<file path="src/rtl/tape_dma_counter.sv">
module tape_dma_counter #(
  parameter int NXM_CYCLES = 1250
) (
  input  logic        clk,
  input  logic        rst_n,
  input  logic        run,
  input  logic        xfer_to_tape,
  input  logic        space_op,
  input  logic        hi_first,
  input  logic        ld_cnt,
  input  logic        ld_addr,
  input  logic        ld_ext,
  input  logic [15:0] wdata,
  input  logic        chr_stb,
  input  logic [7:0]  chr_in,
  input  logic        lpc_stb,
  output logic [7:0]  chr_out,
  output logic        chr_out_vld,
  output logic        rec_end,
  output logic [15:0] cnt,
  output logic [17:0] addr,
  output logic        err_rle,
  output logic        err_bgl,
  output logic        err_nxm,
  output logic        bus_req,
  input  logic        bus_gnt,
  output logic        msyn,
  input  logic        bus_ssyn,
  output logic        bus_wr,
  output logic [17:0] bus_addr,
  output logic [15:0] bus_wdata,
  input  logic [15:0] bus_rdata
);
  localparam int TW = $clog2(NXM_CYCLES + 1);

  typedef enum logic [1:0] {S_IDLE, S_REQ, S_SYNC} st_t;
  st_t st;

  logic [15:0] asm_q, wbuf, owd;
  logic [17:0] adr;
  logic        ph, wbuf_vld;
  logic [TW-1:0] tmr;

  wire err_any = err_rle | err_bgl | err_nxm;
  wire busy    = st != S_IDLE;
  wire stb     = chr_stb & run & ~space_op & ~err_any & ~ld_cnt;
  wire zero    = cnt == 16'd0;
  wire last    = cnt == 16'hFFFF;
  wire late    = stb & ~zero & (busy | (xfer_to_tape & ~wbuf_vld));
  wire take    = stb & ~zero & ~late;
  wire rle_hit = stb & zero & ~xfer_to_tape;
  wire end_hit = stb & zero & xfer_to_tape;
  wire lane_hi = ph ^ hi_first;
  wire flush   = ph | last;
  wire fetch   = run & ~space_op & xfer_to_tape & ~err_any & ~ld_cnt
               & ~busy & ~wbuf_vld & ~zero;
  wire [15:0] asm_nx = lane_hi ? {chr_in, asm_q[7:0]} : {asm_q[15:8], chr_in};

  assign addr      = adr;
  assign bus_addr  = adr;
  assign bus_req   = st == S_REQ;
  assign msyn      = st == S_SYNC;
  assign bus_wr    = ~xfer_to_tape;
  assign bus_wdata = owd;

  always_ff @(posedge clk) begin
    if (!rst_n) begin
      st <= S_IDLE; cnt <= '0; adr <= '0; asm_q <= '0; wbuf <= '0; owd <= '0;
      ph <= 1'b0; wbuf_vld <= 1'b0; tmr <= '0; chr_out <= '0;
      chr_out_vld <= 1'b0; rec_end <= 1'b0;
      err_rle <= 1'b0; err_bgl <= 1'b0; err_nxm <= 1'b0;
    end else begin
      chr_out_vld <= 1'b0;
      rec_end     <= 1'b0;
      if (ld_cnt) begin
        cnt <= wdata; err_rle <= 1'b0; err_bgl <= 1'b0; err_nxm <= 1'b0;
        ph <= 1'b0; wbuf_vld <= 1'b0; asm_q <= '0;
      end else begin
        if (run && space_op && lpc_stb) cnt <= cnt + 16'd1;
        if (rle_hit) err_rle <= 1'b1;
        if (late)    err_bgl <= 1'b1;
        if (end_hit) rec_end <= 1'b1;
        if (take) begin
          cnt <= cnt + 16'd1;
          if (xfer_to_tape) begin
            chr_out     <= lane_hi ? wbuf[15:8] : wbuf[7:0];
            chr_out_vld <= 1'b1;
            if (flush) begin wbuf_vld <= 1'b0; ph <= 1'b0; end
            else ph <= 1'b1;
          end else if (flush) begin
            owd <= asm_nx; asm_q <= '0; ph <= 1'b0;
          end else begin
            asm_q <= asm_nx; ph <= 1'b1;
          end
        end
      end
      if (ld_addr) adr[15:0]  <= {wdata[15:1], 1'b0};
      if (ld_ext)  adr[17:16] <= wdata[1:0];
      case (st)
        S_IDLE:
          if ((take && !xfer_to_tape && flush) || fetch) st <= S_REQ;
        S_REQ:
          if (late) st <= S_IDLE;
          else if (bus_gnt) begin st <= S_SYNC; tmr <= '0; end
        S_SYNC:
          if (late) st <= S_IDLE;
          else if (bus_ssyn) begin
            st  <= S_IDLE;
            adr <= adr + 18'd2;
            if (xfer_to_tape) begin wbuf <= bus_rdata; wbuf_vld <= 1'b1; end
          end else if (tmr == TW'(NXM_CYCLES - 1)) begin
            err_nxm <= 1'b1; st <= S_IDLE;
          end else tmr <= tmr + 1'b1;
        default: st <= S_IDLE;
      endcase
    end
  end
endmodule


</file>
<file path="config.mk">
export PLATFORM = sky130hd
export DESIGN_NAME = tape_dma_counter
export DESIGN_NICKNAME = d
export VERILOG_FILES = /design/src/rtl/tape_dma_counter.sv
export SDC_FILE = /design/constraint.sdc
export NUM_CORES = 1
export LEC_CHECK = 0
export ABC_AREA = 1
export ABC_CLOCK_PERIOD_IN_PS = 4790
export BUFFER_PORTS_ARGS = -buffer_cell sky130_fd_sc_hd__buf_2
export CORE_MARGIN = 5
export CORE_UTILIZATION = 57
export CTS_CLUSTER_SIZE = 16
export DETAILED_ROUTE_END_ITERATION = 16
export GPL_TIMING_DRIVEN = 0
export HOLD_SLACK_MARGIN = 0.12
export PLACE_DENSITY = 0.84
export SLEW_MARGIN = 20
export SYNTH_ARGS = -nofsm -noshare
export SYNTH_HDL_FRONTEND = slang
export SYNTH_SLANG_ARGS = --single-unit
export TNS_END_PERCENT = 100
</file>
<file path="constraint.sdc">
create_clock -name clk -period 4.79 [get_ports clk]
set_input_delay 0.7185 -clock clk [delete_from_list [all_inputs] [get_ports clk]]
set_output_delay 0.7185 -clock clk [all_outputs]
set_load 0.005 [all_outputs]
</file>
After elaboration in Yosys (flattened, before gate mapping)
Index checks and enable logic that the tools add are counted.
Widths: inputs -> output; s select.
{ "op_classes": {"n_reduce_logical": 19, "bitwise": 33, "eq_ne": 12, "n_addsub": 3, "mux": 40} }
{ "op_table": {"columns": ["operator", "count"], "rows": [
  ["$mux 16", 6],
  ["$mux 11", 5],
  ["$mux 18", 3],
  ["$pmux 11 s2", 1],
  ["$add 18x2->18 const B", 1],
  ["$and 1x1->1", 18],
  ["$add 16x1->16 const B", 1],
  ["$eq 16x16->1 const B", 1],
  ["$logic_not 16->1", 1],
  ["$mux 1", 16],
  ["$mux 2", 7],
  ["$add 11x1->11 const B", 1],
  ["$eq 11x11->1 const B", 1],
  ["$ne 2x2->1 const B", 5],
  ["$not 1->1", 10],
  ["$mux 8", 1],
  ["$reduce_and 4->1", 2],
  ["$pmux 2 s3", 1],
  ["$reduce_and 3->1", 2],
  ["$reduce_and 6->1", 1],
  ["$logic_and 1x1->1", 4],
  ["$ne 4x1->1 const B", 1],
  ["$or 1x1->1", 4],
  ["$reduce_bool 2->1", 2],
  ["12 further kinds", 12]
]} }
{ "totals": {"regBits": 110, "output_inout_bits": 84, "wordCells": 122, "input_bits": 53} }

Depth between registers and ports, before layout
{ "depth": {"word_depth": 15, "mapped_depth": 12, "ltp_nobuf": 11} }

Worst setup path before layout
OpenSTA, ideal clock, no wires.
{ "synth_timing": {"kind": "input to register", "from": "input run", "to": "register owd[10], in the netlist bus_wdata[10]", "stages": 10, "setup_time_ps": 116, "path_slack_ps": 2901, "n_path_buf": 1, "arrival_ps": 1774, "path_cell_list": "inv_1 nor2_1 nand2_1 nor2_4 nand3_4 inv_4 nand3_4 buf_2 o21ai_0 nor2_1"} }
{ "synth_via": {"elab_chain_len": 9} }
{ "synth_rtl": {"columns": ["element", "line_no", "rtl"], "rows": [
  ["start, declared", "6", "input logic run,"],
  ["$and 1x1->1 * (4 in series)", "46", "wire stb = chr_stb & run & ~space_op & ~err_any & ~ld_cnt;"],
  ["$and 1x1->1 *", "49, 50", null],
  ["$and 1x1->1", "49", "wire late = stb & ~zero & (busy | (xfer_to_tape & ~wbuf_vld));"],
  ["$not 1->1 (no source line)", null, null],
  ["$and 1x1->1 *", "50", "wire take = stb & ~zero & ~late;"],
  ["$reduce_and 4->1 (no source line) *", null, null],
  ["end signal, assigned", "68", "st <= S_IDLE; cnt <= '0; adr <= '0; asm_q <= '0; wbuf <= '0; owd <= '0;"],
  ["end signal, assigned", "91", "owd <= asm_nx; asm_q <= '0; ph <= 1'b0;"],
  ["end, declared", "39", "logic [15:0] asm_q, wbuf, owd;"]
]} }
Every way passes the cells marked *; elsewhere a longest branch is shown, timed or not.
A chain may end at the register's enable or synchronous reset.

Final worst setup path
{ "layout_timing": {"from": "input xfer_to_tape", "to": "output bus_wr"} }
{ "layout_via": {"elab_chain_len": 1} }
{ "layout_rtl": {"columns": ["element", "line_no", "rtl"], "rows": [
  ["start, declared", "7", "input logic xfer_to_tape,"],
  ["$not 1->1 (no source line)", null, null],
  ["end, declared", "29", "output logic bus_wr,"]
]} }
No other way between the ends.

==> metrics.md <==
| Metric | Value |
|---|---|
| Run status | `finished, final reports clean` |
| Ys Warns | `0` |
| CTS resizes | `0` |
| Ranking of synthesized cells by area | `dfxtp_1 36%, nand2_1 11%, o21ai_0 8.1%` |
| Worst r2r dst | `wbuf[12]` |
| Post-Synthesis Cells | `917` |
| # rows | `37` |
| Vert. Die Dim | `113.0 microns` |
| FF-to-FF setup slack | `2.81 ns` |
| Die Width | `113.0 microns` |
| Die area | `0.01276 sq mm` |
| Initial DRC count | `476` |
| DRC | `0` |
| Net Sw Frac | `29.08%` |
| CP startpoint | `xfer_to_tape` |
| Internal power | `1.286 mW` |
| Most frequent cells in the layout | `170 x nand2_1, 145 x buf_2, 124 x nor2_1` |
| Clock-pin slew on the worst setup and hold paths | `0.10 ns` |
| Hold WC Path Type | `flip-flop to flip-flop` |
| First-pass detailed-route iteration total | `5` |
| Min Tclk post-route | `2.341 ns` |
| Cell taking the most area after synthesis | `dfxtp_1` |
| Reg power frac | `53.5%` |
| Fill count | `976` |
| Max Cap Violations | `0` |
| Final GP Congestion | `0.9426` |
| # hold bufs at CTS | `0` |
| Final Util | `68.66%` |
| Sw Pwr | `0.5273 mW` |
| Post-synth cell types | `37` |
| Via-to-Cell Ratio | `5.338` |
| Rel. slew slack | `59.45%` |
| Fin crit share | `48.87%` |
| Worst path required time | `4.07 ns` |
| Final setup fails | `0` |
| Pleak | `3.181 nW` |
| Worst slew pin tran | `0.6083 ns` |
| Gr ovfl total | `0` |
| Worst Reg2Reg Path Length in Cells | `11` |
| Core region area | `0.01032 sq mm` |
| First-pass GRT wire length | `28.15 mm` |
| DR vias | `6422` |
| Crit Path Class | `primary input to primary output` |
| Worst hold path stage count | `2` |
| CTS Buffer Depth | `2` |
| RSZ-0062 raised after global routing | `false` |
| H-tree depth | `3` |
| Clock root buffer | `clkbuf_8` |
| Commonest non-fill, non-tap cell in the layout | `nand2_1` |
| Syn Std Cell Area | `0.006042 sq mm` |
| Hpwl dp | `12.84 mm` |
| Fin. max-slew vios | `0` |
| Hold wc startpoint | `wbuf[1]` |
| Vias in the first global route | `5958` |
| R2R Path Start | `cnt[0]` |
| Share of the synthesized area in the top cell type | `36.45%` |
| GRT Resource Usage Total | `26.58%` |
| Syn_area_per_cell | `6.589 sq um` |
| Pin count of the biggest net entering global routing | `20` |
| PortBufs | `134` |
| Detail Route Antenna Nets | `0` |
| Fin nets | `1120` |
| Crit path DAT | `1.62 ns` |
| End of the worst hold path | `wbuf[1]` |
| Startpoint types | `primary input` |
| Seq/Total Area, Yosys | `36.45%` |
| Layout area overhead | `17.31%` |
| Diode count | `0` |
| Setup Skew | `0.01270 ns` |
| CTS tree | `yes` |
| PwrDens | `255.8 mW/mm^2` |
| Worst skew pair latency | `0.38 ns` |
| Final TNS setup | `0 ns` |
| Setup bufs post-CTS | `0` |
| WHS | `0.4581 ns` |
| FMAX | `427.2 MHz` |
| I/O Pins | `137` |
| Fraction of layout cells with a size suffix above 1 | `20.06%` |
| Routed wire length | `16.88 mm` |
| Fin. Hold Viols | `0` |
| Comb power frac | `14.2%` |
| Initial antenna violation count | `1` |
| Setup crit end kind | `primary output` |
| Clk pwr share | `32.4%` |
| Flops & latches, synth | `110` |
| Mapped Nets | `975` |
| Wire per inst | `14.03 microns` |
| Initial Util | `58.53%` |
| Crit path max fanout | `10` |
| Max rail drop VDD | `216.9 uV` |
| CTS Buf Count | `9` |
| CTS Sinks | `110` |
## through the flow
step                      total power [mW]  cells  instance area (sq um)  setup slack [ns]
after global routing                 1.898   1203                   7088             2.374
final                                1.813   1203                   7088             2.449
after floorplan                      1.137    917                   6042             2.901
after global placement               1.239   1187                   6883             2.467
after detailed placement             1.242   1187                   6883             2.456
after CTS                            1.817   1203                   7088             2.458
## critical path, cell delays in order
cell and delay [ns]:
buf_2 0.13, inv_2 0.17, buf_1 0.40, buf_2 0.20
## synthesized netlist by cell type, drive strengths merged
cell type,number
a211oi,1
ha,5
nor4,2
nand3,85
a21oi,87
or2,5
and2,1
inv,100
nand4,8
a31oi,2
nor3,21
xnor2,3
dfxtp,110
nand2,173
clkinv,2
nand3b,1
o21ai,104
o211ai,1
mux2i,3
buf,42
nor2,126
xor2,16
clkbuf,19
## power groups by stage
stage,clock (mW),sequential (mW),combinational (mW)
final,0.587,0.969,0.257
after CTS,0.594,0.968,0.255
after global routing,0.635,0.973,0.289
after global placement,0,0.990,0.249
after floorplan,0,0.984,0.154
after detailed placement,0,0.989,0.253
## final cells by class
cell class / count / area (sq um) / share of cell area, %
tap: 136 / 170.2 / 2.401
buffer: 61 / 359.1 / 5.066
timing repair buffer: 134 / 670.6 / 9.462
clock inverter: 7 / 81.33 / 1.147
clock buffer: 9 / 123.9 / 1.748
inverter: 102 / 390.4 / 5.507
multi-input combinational: 644 / 3090 / 43.60
sequential: 110 / 2202 / 31.07
## how the worst max path moves through the flow
stage / cells past startpoint / end
global placement: 4 / bus_wr
global route: 4 / bus_wr
floorplan: 10 / bus_wdata[10]
CTS: 4 / bus_wr
detailed placement: 4 / bus_wr
finish: 4 / bus_wr
## state kept, by name, indices dropped and copies added (netlist names)
register     flops
wbuf_vld         1
cnt             16
chr_out          8
chr_out_vld      1
tmr             11
ph               1
err_bgl          1
wbuf            16
addr            18
rec_end          1
err_rle          1
asm_q           16
bus_wdata       16
st               2
err_nxm          1
## kinds of logic (layout without fill, tap and decap cells)
group                    Yosys count  count (layout)  synth area share, %
adder cells (fa/ha/maj)            5               5                1.035
buffers and inverters            163             313                12.40
flip-flops                       110             110                36.45
XOR/XNOR                          19              19                2.754
AO/OA/AOI/OAI                    195             195                16.40
multiplexers                       3               3               0.4970
AND/OR/NAND/NOR                  422             422                30.46
## routing by layer
metal / global-route usage, % / up-vias / wire (microns)
li1: - / 3244 / -
met1: 35.80 / 2925 / 7476
met2: 43.88 / 229 / 7789
met3: 5.187 / 22 / 1330
met4: 6.811 / 2 / 274
met5: 0 / - / 7
(Power assumes the default switching activity.)
